<file path="config.mk">
export PLATFORM = sky130hd
export DESIGN_NAME = chan_bringup_seq
export DESIGN_NICKNAME = d
export VERILOG_FILES = /design/src/rtl/chan_bringup_pkg.sv /design/src/rtl/cbs_dev_iter.sv /design/src/rtl/cbs_payload_mux.sv /design/src/rtl/cbs_req_slot.sv /design/src/rtl/chan_bringup_seq.sv
export SDC_FILE = /design/constraint.sdc
export NUM_CORES = 1
export LEC_CHECK = 0
export BUFFER_PORTS_ARGS = -buffer_cell sky130_fd_sc_hd__buf_2
export CAP_MARGIN = 20
export CORE_UTILIZATION = 49
export CTS_CLUSTER_DIAMETER = 50
export CTS_CLUSTER_SIZE = 16
export DETAILED_ROUTE_END_ITERATION = 8
export MAX_ROUTING_LAYER = met4
export PLACE_DENSITY = 0.86
export SKIP_CTS_REPAIR_TIMING = 1
export SLEW_MARGIN = 10
export SYNTH_ARGS = -nofsm -noshare
export SYNTH_HDL_FRONTEND = slang
export SYNTH_SLANG_ARGS = --single-unit
</file>
<file path="constraint.sdc">
create_clock -name clk -period 4.8 [get_ports clk]
set_input_delay 0.72 -clock clk [delete_from_list [all_inputs] [get_ports clk]]
set_output_delay 0.72 -clock clk [all_outputs]
set_load 0.05 [all_outputs]
</file>
<file path="src/rtl/chan_bringup_pkg.sv">
package chan_bringup_pkg;

    localparam int MAX_DEV = 32;
    localparam int ID_W    = $clog2(MAX_DEV);
    localparam int CNT_W   = ID_W + 1;
    localparam int ADDR_W  = 12;
    localparam int DATA_W  = 16;
    localparam int CYC_W   = 8;

    typedef enum logic [1:0] {
        OP_WRITE        = 2'd0,
        OP_SERIAL_RESET = 2'd1,
        OP_SET_RESET    = 2'd2,
        OP_CLEAR_RESET  = 2'd3
    } op_e;

    // Ordered bring-up phases; the encoding order is the issue order.
    typedef enum logic [3:0] {
        PH_SRST  = 4'd0,
        PH_ZERO  = 4'd1,
        PH_CYCLE = 4'd2,
        PH_SID   = 4'd3,
        PH_MID   = 4'd4,
        PH_PDA   = 4'd5,
        PH_PDB   = 4'd6,
        PH_NAP   = 4'd7,
        PH_RLAT  = 4'd8,
        PH_RDLY  = 4'd9,
        PH_ACT   = 4'd10,
        PH_SET   = 4'd11,
        PH_CLR   = 4'd12
    } phase_e;

    typedef enum logic [1:0] {
        S_IDLE  = 2'd0,
        S_ISSUE = 2'd1,
        S_WAIT  = 2'd2
    } state_e;

    typedef struct packed {
        op_e               op;
        logic              bcast;
        logic [ID_W-1:0]   dev;
        logic [ADDR_W-1:0] addr;
        logic [DATA_W-1:0] data;
    } req_t;

    localparam logic [ADDR_W-1:0] A_GUARD = 12'h0F0;
    localparam logic [ADDR_W-1:0] A_CYCLE = 12'h0F1;
    localparam logic [ADDR_W-1:0] A_SID   = 12'h0F2;
    localparam logic [ADDR_W-1:0] A_MID   = 12'h0F3;
    localparam logic [ADDR_W-1:0] A_PDA   = 12'h0F4;
    localparam logic [ADDR_W-1:0] A_PDB   = 12'h0F5;
    localparam logic [ADDR_W-1:0] A_NAP   = 12'h0F6;
    localparam logic [ADDR_W-1:0] A_RLAT  = 12'h0F7;
    localparam logic [ADDR_W-1:0] A_RDLY  = 12'h0F8;
    localparam logic [ADDR_W-1:0] A_ACT   = 12'h0F9;

    function automatic logic [ADDR_W-1:0] phase_addr(input phase_e ph);
        case (ph)
            PH_ZERO:  return A_GUARD;
            PH_CYCLE: return A_CYCLE;
            PH_SID:   return A_SID;
            PH_MID:   return A_MID;
            PH_PDA:   return A_PDA;
            PH_PDB:   return A_PDB;
            PH_NAP:   return A_NAP;
            PH_RLAT:  return A_RLAT;
            PH_RDLY:  return A_RDLY;
            PH_ACT:   return A_ACT;
            default:  return '0;
        endcase
    endfunction

    function automatic op_e phase_op(input phase_e ph);
        case (ph)
            PH_SRST: return OP_SERIAL_RESET;
            PH_SET:  return OP_SET_RESET;
            PH_CLR:  return OP_CLEAR_RESET;
            default: return OP_WRITE;
        endcase
    endfunction

    function automatic logic per_device(input phase_e ph);
        return (ph == PH_SID) || (ph == PH_MID);
    endfunction

    function automatic phase_e next_phase(input phase_e ph);
        return phase_e'(4'(ph) + 4'd1);
    endfunction

    function automatic logic count_ok(input logic [CNT_W-1:0] n, input int limit);
        return (n != '0) && (int'(n) <= limit);
    endfunction

endpackage

</file>
<file path="src/rtl/cbs_dev_iter.sv">
module cbs_dev_iter
    import chan_bringup_pkg::*;
(
    input  logic             clk,
    input  logic             rst,
    input  logic             clr_i,
    input  logic             adv_i,
    input  logic [CNT_W-1:0] count_i,
    output logic [ID_W-1:0]  idx_o,
    output logic             last_o
);
    logic [ID_W-1:0] idx_q;

    always_ff @(posedge clk) begin
        if (rst || clr_i) begin
            idx_q <= '0;
        end else if (adv_i) begin
            idx_q <= idx_q + 1'b1;
        end
    end

    assign idx_o  = idx_q;
    assign last_o = ({1'b0, idx_q} == (count_i - 1'b1));

endmodule

</file>
<file path="src/rtl/cbs_payload_mux.sv">
module cbs_payload_mux
    import chan_bringup_pkg::*;
(
    input  phase_e            phase_i,
    input  logic [ID_W-1:0]   idx_i,
    input  logic [CYC_W-1:0]  cycle_time_i,
    input  logic [DATA_W-1:0] pdx_a_i,
    input  logic [DATA_W-1:0] pdx_b_i,
    input  logic [DATA_W-1:0] nap_i,
    input  logic [DATA_W-1:0] rlat_i,
    input  logic [DATA_W-1:0] rdly_i,
    input  logic [DATA_W-1:0] act_i,
    input  logic [ID_W-1:0]   mid_val_i,
    output req_t              req_o
);
    always_comb begin
        req_o       = '0;
        req_o.op    = phase_op(phase_i);
        req_o.addr  = phase_addr(phase_i);
        req_o.bcast = !per_device(phase_i);
        req_o.dev   = per_device(phase_i) ? idx_i : '0;
        case (phase_i)
            PH_CYCLE: req_o.data = {{(DATA_W-CYC_W){1'b0}}, cycle_time_i};
            PH_SID:   req_o.data = {{(DATA_W-ID_W){1'b0}}, idx_i};
            PH_MID:   req_o.data = {{(DATA_W-ID_W){1'b0}}, mid_val_i};
            PH_PDA:   req_o.data = pdx_a_i;
            PH_PDB:   req_o.data = pdx_b_i;
            PH_NAP:   req_o.data = nap_i;
            PH_RLAT:  req_o.data = rlat_i;
            PH_RDLY:  req_o.data = rdly_i;
            PH_ACT:   req_o.data = act_i;
            default:  req_o.data = '0;
        endcase
    end

endmodule

</file>
<file path="src/rtl/cbs_req_slot.sv">
module cbs_req_slot
    import chan_bringup_pkg::*;
(
    input  logic clk,
    input  logic rst,
    input  logic load_i,
    input  req_t req_i,
    input  logic ack_i,
    output logic valid_o,
    output req_t req_o,
    output logic xfer_o
);
    logic valid_q;
    req_t req_q;

    always_ff @(posedge clk) begin
        if (rst) begin
            valid_q <= 1'b0;
            req_q   <= '0;
        end else if (load_i) begin
            valid_q <= 1'b1;
            req_q   <= req_i;
        end else if (valid_q && ack_i) begin
            valid_q <= 1'b0;
        end
    end

    assign valid_o = valid_q;
    assign req_o   = req_q;
    assign xfer_o  = valid_q && ack_i;

    // an unacknowledged request keeps its contents
    a_r9_hold_until_ack: assert property (@(posedge clk) disable iff (rst)
        (valid_q && !ack_i) |=> (valid_q && $stable(req_q)));

    // no new request is loaded over a pending one
    a_r9_no_overwrite: assert property (@(posedge clk) disable iff (rst)
        load_i |-> !valid_q);

endmodule

</file>
<file path="src/rtl/chan_bringup_seq.sv">
module chan_bringup_seq
    import chan_bringup_pkg::*;
#(
    parameter int DEV_LIMIT = MAX_DEV
) (
    input  logic              clk,
    input  logic              rst,
    input  logic              start_i,
    input  logic [CNT_W-1:0]  dev_count_i,
    input  logic [CYC_W-1:0]  cycle_time_i,
    input  logic [DATA_W-1:0] pdx_a_i,
    input  logic [DATA_W-1:0] pdx_b_i,
    input  logic [DATA_W-1:0] nap_i,
    input  logic [DATA_W-1:0] rlat_i,
    input  logic [DATA_W-1:0] rdly_i,
    input  logic [DATA_W-1:0] act_i,
    output logic [ID_W-1:0]   mid_sel_o,
    input  logic [ID_W-1:0]   mid_val_i,
    output logic              req_valid_o,
    output logic [1:0]        req_op_o,
    output logic              req_bcast_o,
    output logic [ID_W-1:0]   req_dev_o,
    output logic [ADDR_W-1:0] req_addr_o,
    output logic [DATA_W-1:0] req_data_o,
    input  logic              req_ack_i,
    output logic              done_o,
    output logic              err_o
);
    state_e           state_q;
    phase_e           phase_q;
    logic [CNT_W-1:0] count_q;
    logic             done_q, err_q, guard_seen_q;

    logic             accept, load, xfer, iter_clr, iter_adv, last_dev;
    logic [ID_W-1:0]  idx;
    req_t             next_req, cur_req;

    assign accept = (state_q == S_IDLE) && start_i;
    assign load   = (state_q == S_ISSUE);

    cbs_dev_iter u_iter (
        .clk     (clk),
        .rst     (rst),
        .clr_i   (iter_clr),
        .adv_i   (iter_adv),
        .count_i (count_q),
        .idx_o   (idx),
        .last_o  (last_dev)
    );

    cbs_payload_mux u_mux (
        .phase_i      (phase_q),
        .idx_i        (idx),
        .cycle_time_i (cycle_time_i),
        .pdx_a_i      (pdx_a_i),
        .pdx_b_i      (pdx_b_i),
        .nap_i        (nap_i),
        .rlat_i       (rlat_i),
        .rdly_i       (rdly_i),
        .act_i        (act_i),
        .mid_val_i    (mid_val_i),
        .req_o        (next_req)
    );

    cbs_req_slot u_slot (
        .clk     (clk),
        .rst     (rst),
        .load_i  (load),
        .req_i   (next_req),
        .ack_i   (req_ack_i),
        .valid_o (req_valid_o),
        .req_o   (cur_req),
        .xfer_o  (xfer)
    );

    always_comb begin
        iter_clr = accept;
        iter_adv = 1'b0;
        if ((state_q == S_WAIT) && xfer && per_device(phase_q)) begin
            iter_clr = last_dev;
            iter_adv = !last_dev;
        end
    end

    always_ff @(posedge clk) begin
        if (rst) begin
            state_q      <= S_IDLE;
            phase_q      <= PH_SRST;
            count_q      <= '0;
            done_q       <= 1'b0;
            err_q        <= 1'b0;
            guard_seen_q <= 1'b0;
        end else begin
            case (state_q)
                S_IDLE: begin
                    if (start_i) begin
                        count_q      <= dev_count_i;
                        phase_q      <= PH_SRST;
                        done_q       <= 1'b0;
                        err_q        <= 1'b0;
                        guard_seen_q <= 1'b0;
                        state_q      <= S_ISSUE;
                    end
                end
                S_ISSUE: state_q <= S_WAIT;
                S_WAIT: begin
                    if (xfer) begin
                        if (phase_q == PH_ZERO) guard_seen_q <= 1'b1;
                        case (phase_q)
                            PH_SRST: begin
                                if (count_ok(count_q, DEV_LIMIT)) begin
                                    phase_q <= PH_ZERO;
                                    state_q <= S_ISSUE;
                                end else begin
                                    err_q   <= 1'b1;
                                    state_q <= S_IDLE;
                                end
                            end
                            PH_SID, PH_MID: begin
                                if (last_dev) phase_q <= next_phase(phase_q);
                                state_q <= S_ISSUE;
                            end
                            PH_CLR: begin
                                done_q  <= 1'b1;
                                state_q <= S_IDLE;
                            end
                            default: begin
                                phase_q <= next_phase(phase_q);
                                state_q <= S_ISSUE;
                            end
                        endcase
                    end
                end
                default: state_q <= S_IDLE;
            endcase
        end
    end

    assign mid_sel_o   = idx;
    assign req_op_o    = cur_req.op;
    assign req_bcast_o = cur_req.bcast;
    assign req_dev_o   = cur_req.dev;
    assign req_addr_o  = cur_req.addr;
    assign req_data_o  = cur_req.data;
    assign done_o      = done_q;
    assign err_o       = err_q;

    // completion follows the clear-reset acknowledge
    a_r8_done_after_clear: assert property (@(posedge clk) disable iff (rst)
        (xfer && phase_q == PH_CLR) |=> done_o);

    // error and completion exclude each other
    a_r10_err_excl_done: assert property (@(posedge clk) disable iff (rst)
        !(done_o && err_o));

    // nothing is requested while the error stands
    a_r10_quiet_on_err: assert property (@(posedge clk) disable iff (rst)
        err_o |-> !req_valid_o);

    // the first write of a run targets the guard register
    a_r3_guard_first: assert property (@(posedge clk) disable iff (rst)
        (req_valid_o && req_op_o == OP_WRITE && !guard_seen_q) |-> (req_addr_o == A_GUARD));

    // per-device index never exceeds the latched chain length
    a_r5_idx_in_range: assert property (@(posedge clk) disable iff (rst)
        (state_q != S_IDLE && per_device(phase_q)) |-> ({1'b0, idx} < count_q));

    // a run in progress is not restarted
    a_r11_no_restart: assert property (@(posedge clk) disable iff (rst)
        (state_q == S_WAIT && !xfer) |=> (state_q == S_WAIT));

endmodule

</file>
## Word-level counts from Yosys, hierarchy flattened

Memory sizes are Yosys's and may differ from the RTL's. A register that Yosys moved wholly into a read port is not among the register bits.
Cells that the tools add are included.

- $lt $le $gt $ge: 1
- Shifts and indexed selects: 0
- Bitwise logic cells: 0
- Mux-type cells: 26
- Reduce and logical (&&, ||, !) cells: 20
- Div/mod/pow operators: 0
- Eq/ne operators: 22
- Multiply operators: 0
- Add/sub/neg operators: 3

Operators by type and width:

| cell | number |
|---|---|
| $pmux W16 S9 | 1 |
| $eq A4 B4 Y1 const B | 5 |
| $eq A4 B3 Y1 const B | 4 |
| $mux W4 | 4 |
| $pmux W2 S3 | 2 |
| $pmux W4 S3 | 1 |
| $mux W1 | 11 |
| $eq A4 B2 Y1 const B | 2 |
| $ne A2 B2 Y1 const B | 4 |
| $pmux W4 S2 | 1 |
| $eq A5 B6 Y1 | 1 |
| $le A6 B6 Y1 const B | 1 |
| $ne A3 B3 Y1 const B | 2 |
| $reduce_and A6 Y1 | 1 |
| $reduce_bool A6 Y1 | 1 |
| $sub A6 B1 Y6 const B | 1 |
| $add A5 B1 Y5 const B | 1 |
| $logic_and A1 B1 Y1 | 5 |
| $mux W5 | 1 |
| $reduce_and A5 Y1 | 1 |
| $add A4 B1 Y4 const B | 1 |
| $logic_not A4 Y1 | 1 |
| $mux W2 | 2 |
| $ne A2 B1 Y1 const B | 2 |
| other kinds (11) | 16 |

- Output and inout bits: 44
- Input port bits: 119
- Latch bits: 0
- Bits in read-only memories: 128
- Memories kept: 1
- Register bits: 56
- Bits in writable memories: 0

Memory list:

| memory | depth | width | read ports | clocked after Yosys merged registers in | wr ports | RTL line | text |
|---|---|---|---|---|---|---|---|
| (name not given) | 16 | 8 | 1 | 1 | 0 | chan_bringup_pkg.sv:60 | `case (ph)` |

## Logic depth before layout (Yosys ltp)

Gate-level depths: netlist of run 1.

- Word-level depth: 6
- Depth in mapped cells: 9

## Modules after synthesis

Synthesis of run 1 repeated with hierarchy kept, for this count alone.

- Cells, all modules: 406
- Area total of the unflattened synthesis: 3652.3 um^2

Modules (own cells, without submodules):

| module | seq. area each (um^2) | instances | area each (um^2) | cells each |
|---|---|---|---|---|
| cbs_req_slot | 740.7 | 1 | 1347.5 | 121 |
| cbs_payload_mux | 0.0 | 1 | 1234.9 | 158 |
| chan_bringup_seq | 280.3 | 1 | 738.2 | 89 |
| cbs_dev_iter | 100.1 | 1 | 331.6 | 38 |

## Least setup slack after synthesis of run 1

Ideal clock, no wire load.

- Path type: reg2reg
- Start: register u_iter.idx_q[2], in the netlist u_iter.idx_o[2]
- End: register phase_q[0]
- Arrival time: 1.996 ns
- Path slack: 2.733 ns
- Setup time: 0.072 ns
- Period minus slack after synthesis: 2.067 ns
- Cell stages (with the launch flop): 8
- Path buffers: 1
- Required time: 4.728 ns
- Path through: dfxtp_1 > buf_4 > xnor3_1 > a32oi_1 > nor3_2 > a21o_2 > o211ai_4 > mux2i_1

- Word-level cells in the longest chain between the ends: 3

RTL lines:

| item | RTL line | text |
|---|---|---|
| start, declared | cbs_dev_iter.sv:12 | `logic [ID_W-1:0] idx_q;` |
| start signal, assigned | cbs_dev_iter.sv:18 | `idx_q <= idx_q + 1'b1;` |
| $eq A5 B6 Y1 | cbs_dev_iter.sv:23 | `assign last_o = ({1'b0, idx_q} == (count_i - 1'b1));` |
| $ne A3 B3 Y1 (no line) | n/a |  |
| $reduce_and A6 Y1 (no line) | n/a |  |
| end signal, assigned | chan_bringup_seq.sv:120 | `if (last_dev) phase_q <= next_phase(phase_q);` |
| end signal, assigned | chan_bringup_seq.sv:128 | `phase_q <= next_phase(phase_q);` |
| end, declared | chan_bringup_seq.sv:30 | `phase_e phase_q;` |

No other way between the ends.
A chain may end at the register's enable or synchronous reset.

## Final worst setup path of run 1

- Start: register phase_q[0]
- End: register u_iter.idx_q[2], in the netlist u_iter.idx_o[2]

- Word-level cells in the longest chain between the ends: 5
- Elaborated cells between the ends (all ways): 7

RTL lines:

| item | RTL line | text |
|---|---|---|
| $eq A4 B2 Y1 or $eq A4 B3 Y1 (tied branches) | chan_bringup_pkg.sv:85 | `return (ph == PH_SID) \|\| (ph == PH_MID);` |
| $logic_or A1 B1 Y1 (*) | chan_bringup_pkg.sv:85 |  |
| $logic_and A1 B1 Y1 (*) | chan_bringup_seq.sv:79 | `if ((state_q == S_WAIT) && xfer && per_device(phase_q)) begin` |
| $mux W1 | chan_bringup_seq.sv:79 |  |
| $logic_or A1 B1 Y1 | cbs_dev_iter.sv:15 | `if (rst \|\| clr_i) begin` |

Mark *: on every way between the ends. The rest lies on a longest branch, timed or not.

==> flow_summary.ini, run 1 <==
[floorplanning]
dieArea_mm2 = 0.006673
die_h_um = 81.69
chipWidth_um = 81.69
io_pins = 163
core_area_mm2 = 0.006026
fp-row-count = 28
start_util_pct = 51.64

[timing]
hold_viol = 0
period_needed_ns = 2.641
setup_viol = 0
final_max_slew_viol_count = 0
worst_clock_skew_ns = 0.01072
finalCritPeriodShare_pct = 55.02
slew_headroom_pct = 28.75
rsz0062_at_grt = false
fin_setup_tns_ns = 0
fmax_ghz = 0.3787
worst_pin_slew_ns = 1.066

[placement]
dp_hpwl_um = 7108
dp_cells = 587
gp_congestion = 0.9291
placed_cell_area_mm2 = 0.003830
port_buffers = 158

[setup_path]
cpMaxStageDelayCell = ha_1
cp.arrival_ns = 2.87
crit_path_max_incr_delay_ns = 0.73
path_max_fanout = 22
cp_cell_sequence = inv_1 -> ha_1 -> mux2i_1 -> or3_1 -> nor2_1 -> a21boi_2 -> nand3b_1 -> a31oi_1
worstSetupStartpointType = flip-flop
criticalPathCategory = flip-flop to flip-flop
required_ns = 5.03
end_kind = flip-flop

[cts]
htree_levels = 2
clock_latency_ns = 0.31
clk_pin_slew_worst_paths_ns = 0.08
cts-root-buf = clkbuf_8
cts_tree = done
cts.sinks = 49
clockBufferDepth = 2
cts_buffers = 5

[logic_synthesis]
synth-main-ff-cell = dfxtp_1
syn-cell-area_mm2 = 0.003112
async_flop_share_pct = 0
yosysSeqAreaShare_pct = 31.52
netlist_instances = 387
synth_seq_cells = 49
synth_warnings = 0
synth_edf_count = 0
synth.distinct_cells = 50
syn_avg_cell_area_um2 = 8.041

[outcome]
status = finished clean

[layout]
fin_cells = 596
n_fill_cell = 519
final_net_count = 648
drive_above_1_share_pct = 33.21
diodes = 0
postLayoutCellArea_mm2 = 0.003961
syn_to_final_growth_pct = 27.30
final_util_pct = 65.74

[global_routing]
grt_pass1_wl_um = 14480
grt_pass1_vias = 3019
grt_usage_pct = 29.09
grt_max_degree = 52
grt_overflow = 0
antenna_found_initial = 0

[drt]
drt_pass1_iterations = 6
vias = 3612
wl_per_cell_um = 16.23
antenna_left = 0
drt_iter0_markers = 436
via_per_inst = 6.060
wirelength_um = 9675
drc = 0

[flow_run]
maxCapViolCount = 0

[pwr]
p_leak_nw = 1.781
p_int_w = 0.0006723
power_switching_w = 0.0002683
vdd_drop_max_mv = 0.1648
combPwrFrac_pct = 21.6
p_clk_share_pct = 32.3
switching_share_pct = 28.53
cellPowerDensity_mw_per_mm2 = 237.5
pwr-share-seq_pct = 46.1

[min_path]
hp-class = flip-flop to flip-flop
==> flip-flops by register name, indices dropped and copies added (netlist names) <==
register / count
done_o: 1
err_o: 1
u_slot.req_o: 29
u_iter.idx_o: 5
state_q: 2
phase_q: 4
count_q: 6
u_slot.valid_o: 1
==> synthesized netlist by cell type, types with 2 or more instances <==
library cell / n / area [um2]
buf_4: 9 / 67.56
clkbuf_1: 21 / 78.83
a221oi_1: 4 / 35.03
a211oi_1: 4 / 30.03
o311ai_0: 2 / 17.52
nand2_1: 35 / 131.4
inv_1: 7 / 26.28
or2b_1: 2 / 15.01
a221o_1: 5 / 50.05
mux2i_1: 13 / 130.1
nor3_1: 9 / 45.04
dfxtp_1: 49 / 980.9
xor2_1: 2 / 17.52
buf_1: 3 / 11.26
a31oi_1: 3 / 18.77
a222oi_1: 12 / 120.1
buf_2: 4 / 20.02
o22ai_1: 5 / 31.28
or3_1: 2 / 12.51
xnor2_1: 7 / 61.31
nor2_1: 46 / 172.7
ha_1: 9 / 112.6
a21oi_1: 17 / 85.08
a32oi_1: 6 / 52.55
nand2b_1: 7 / 43.79
a22o_1: 10 / 87.58
a22oi_1: 28 / 210.2
a311oi_1: 2 / 17.52
nor2b_1: 9 / 56.30
nand3_1: 17 / 85.08
nand3b_1: 2 / 15.01
buf_6: 2 / 22.52
o21ai_0: 17 / 85.08
==> stage by stage <==
step | worst slack, ns | power (W) | hold WS [ns]
floorplan | 2.733 | 0.0005697 | 0.5196
global placement | 2.207 | 0.0006406 | 0.4388
detailed placement | 2.090 | 0.0006439 | 0.4457
CTS | 2.062 | 0.0009434 | 0.4560
global route | 1.906 | 0.0009834 | 0.4828
finish | 2.159 | 0.0009406 | 0.4552
==> metal layers <==
layer  GRT usage [%]  up-vias  wire length (um)
met5               -        -                 0
met4           11.05        0               164
met3           3.667       20               958
met2           43.25      214              4524
met1           40.05     1672              4027
li1                -     1706                 -
==> kinds of logic after synthesis <==
family                     count (synthesis)  synth area share [%]
xor gates and xnor gates                  10                 3.257
adders and majority gates                  9                 3.619
DFF                                       49                 31.52
buffers and inverters                     46                 7.278
muxes                                     13                 4.182
other                                      1                0.1205
AOI/OAI and AO/OA                        123                 29.84
and+or+nand+nor                          136                 20.19
==> worst max-delay path, delay by kind of cell, from the launching register on <==
kind                       cells  cell delay [ns]
AOI/OAI and AO/OA              2             0.45
adders and majority gates      1             0.73
muxes                          1             0.19
DFF                            1             0.37
buffers and inverters          1             0.12
and+or+nand+nor                3             0.70
==> final cells by class <==
type | count | area, um2 | share of cell area (%)
Inverter | 7 | 26.28 | 0.6633
Multi-Input combinational cell | 295 | 1916 | 48.36
Clock buffer | 7 | 86.33 | 2.179
Timing Repair Buffer | 162 | 828.3 | 20.91
Clock inverter | 1 | 30.03 | 0.7581
Tap cell | 75 | 93.84 | 2.369
Sequential cell | 49 | 980.9 | 24.76
==> path summary, 6_finish.rpt <==
path	to	slack, ns	cells after the start	start
worst min-delay path	u_slot.req_o[1]	0.46	2	u_slot.req_o[1]
worst max register to register	u_iter.idx_o[2]	2.16	8	phase_q[0]
worst min register to register	u_slot.req_o[1]	0.46	2	u_slot.req_o[1]
worst max-delay path	u_iter.idx_o[2]	2.16	8	phase_q[0]
==> cell usage in the layout, fill, tap and decap left out, drive strengths merged, types with 9 or more instances in the layout <==
cell,n
nor2,46
dfxtp,49
a21oi,17
o21ai,17
nand2,35
buf,162
nor2b,9
nand3,17
a22oi,28
ha,9
nor3,10
a222oi,12
a22o,10
mux2i,13
==> power groups by stage <==
stage,sequential [W],clock [W],combinational (W)
2_1_floorplan,0.000461,0,0.000109
3_3_place_gp,0.000442,0,0.000198
3_5_place_dp,0.000443,0,0.000201
4_1_cts,0.000433,0.000308,0.000202
5_1_grt,0.000435,0.000328,0.000220
6_report,0.000434,0.000303,0.000204
Note: power is estimated with default switching activity, not from simulation.
==> run 2: changes to the inputs <==
--- a/config.mk
+++ b/config.mk
@@ -7,12 +7,12 @@
 export LEC_CHECK = 0
 export BUFFER_PORTS_ARGS = -buffer_cell sky130_fd_sc_hd__buf_2
 export CAP_MARGIN = 20
-export CORE_UTILIZATION = 49
+export CORE_UTILIZATION = 41
 export CTS_CLUSTER_DIAMETER = 50
 export CTS_CLUSTER_SIZE = 16
 export DETAILED_ROUTE_END_ITERATION = 8
 export MAX_ROUTING_LAYER = met4
-export PLACE_DENSITY = 0.86
+export PLACE_DENSITY = 0.77
 export SKIP_CTS_REPAIR_TIMING = 1
 export SLEW_MARGIN = 10
 export SYNTH_ARGS = -nofsm -noshare
==> constraint.sdc (replaced) <==
create_clock -name clk -period 2.3 [get_ports clk]
set_input_delay 0.345 -clock clk [delete_from_list [all_inputs] [get_ports clk]]
set_output_delay 0.345 -clock clk [all_outputs]
set_load 0.05 [all_outputs]
==> flow_summary.ini, run 2 (synthesis gave the netlist of run 1 again) <==
[outcome]
status = finished clean

[pwr]
pwr-share-seq_pct = 47.2
p_int_w = 0.001333
vdd_drop_max_mv = 0.3157
cellPowerDensity_mw_per_mm2 = 463.9
combPwrFrac_pct = 23.2
p_leak_nw = 1.889
switching_share_pct = 30.49
p_clk_share_pct = 29.6
power_w = 0.001918
power_switching_w = 0.0005846

[drt]
drt_iter0_markers = 312
vias = 3650
wirelength_um = 10240
drt_pass1_iterations = 5
drc = 0
wl_per_cell_um = 15.98
via_per_inst = 5.694
antenna_left = 0

[global_routing]
grt_max_degree = 35
grt_pass1_vias = 3071
antenna_found_initial = 0
grt_usage_pct = 24.71
grt_pass1_wl_um = 14770
grt_overflow = 0

[cts]
clk_pin_slew_worst_paths_ns = 0.10
cts_tree = done
cts-root-buf = clkbuf_8
cts_buffers = 5
htree_levels = 2
clock_latency_ns = 0.31
clockBufferDepth = 2
cts.sinks = 49

[placement]
gp_congestion = 0.8686
dp_cells = 633
placed_cell_area_mm2 = 0.004025
dp_hpwl_um = 7908
port_buffers = 158

[floorplanning]
core_area_mm2 = 0.007292
fp-row-count = 31
dieArea_mm2 = 0.007942
die_h_um = 89.12
start_util_pct = 42.67
io_pins = 163
chipWidth_um = 89.12

[timing]
period_needed_ns = 2.121
worst_pin_slew_ns = 0.7473
fmax_ghz = 0.4716
worst_clock_skew_ns = 0.01099
whs_ns = 0.2623
final_max_slew_viol_count = 0
fin_setup_tns_ns = 0
hold_viol = 0
setup_viol = 0
rsz0062_at_grt = false
finalCritPeriodShare_pct = 92.20
slew_headroom_pct = 49.80

[layout]
largest_register_ffs = 29
diodes = 0
layout_commonest_cell = buf_2
postLayoutCellArea_mm2 = 0.004134
drive_above_1_share_pct = 36.35
syn_to_final_growth_pct = 32.85
final_net_count = 669
fin_cells = 641
final_cell_mix = buf_2 (158), dfxtp_1 (49), nor2_1 (46)

[min_path]
hp-class = input port to flip-flop

[setup_path]
worstSetupStartpointType = flip-flop
required_ns = 2.48
path_max_fanout = 21
end_kind = flip-flop
cp.arrival_ns = 2.30
criticalPathCategory = flip-flop to flip-flop

[flow_run]
maxCapViolCount = 0
-- run 2: layout make-up --
| cell class | instances | area [um2] |
|---|---|---|
| clock buffer | 7 | 96.34 |
| clock inverter | 1 | 5.005 |
| fill | 728 | 3158 |
| inverter | 7 | 26.28 |
| multi-input combinational | 295 | 1923 |
| sequential | 49 | 980.9 |
| tap | 99 | 123.9 |
| timing repair buffer | 183 | 978.4 |
-- run 2: power groups by stage --
stage / clock network, W / registers [W] / logic, W
3_3_place_gp: 0 / 0.000923 / 0.000430
4_1_cts: 0.000576 / 0.000904 / 0.000439
5_1_grt: 0.000600 / 0.000908 / 0.000480
6_report: 0.000567 / 0.000905 / 0.000445
3_5_place_dp: 0 / 0.000924 / 0.000437
2_1_floorplan: 0 / 0.000961 / 0.000228
-- run 2: per-layer routing --
metal	GRT usage, %	vias up	share of wire, %
met3	2.678	8	6.5
met4	7.648	0	1.2
met5	-	-	0
met1	33.07	1740	43
li1	-	1738	-
met2	39.21	164	50
-- run 2: worst max-delay path, stage by stage (launching register included) --
cell and delay [ns]:
dfxtp_1 0.44, inv_1 0.12, ha_1 0.23, buf_4 0.21, and2_1 0.25, a32o_1 0.25, a221o_1 0.27, a22oi_1 0.16
nor2_1 0.05
-- run 2: metrics by stage --
step	utilization (%)	worst slack, ns
floorplan	-	0.2326
CTS	56.59	0.1552
detailed placement	55.20	0.1759
global route	56.69	0.06151
global placement	55.20	0.2446
finish	56.69	0.1794
-- run 2: worst paths after layout --
path / from / end / slack, ns / depth (start not counted)
max: phase_q[0] / u_slot.req_o[5] / 0.18 / 8
min: dev_count_i[5] / count_q[5] / 0.26 / 3
max reg2reg: phase_q[0] / u_slot.req_o[5] / 0.18 / 8
min reg2reg: u_slot.req_o[12] / u_slot.req_o[12] / 0.46 / 2
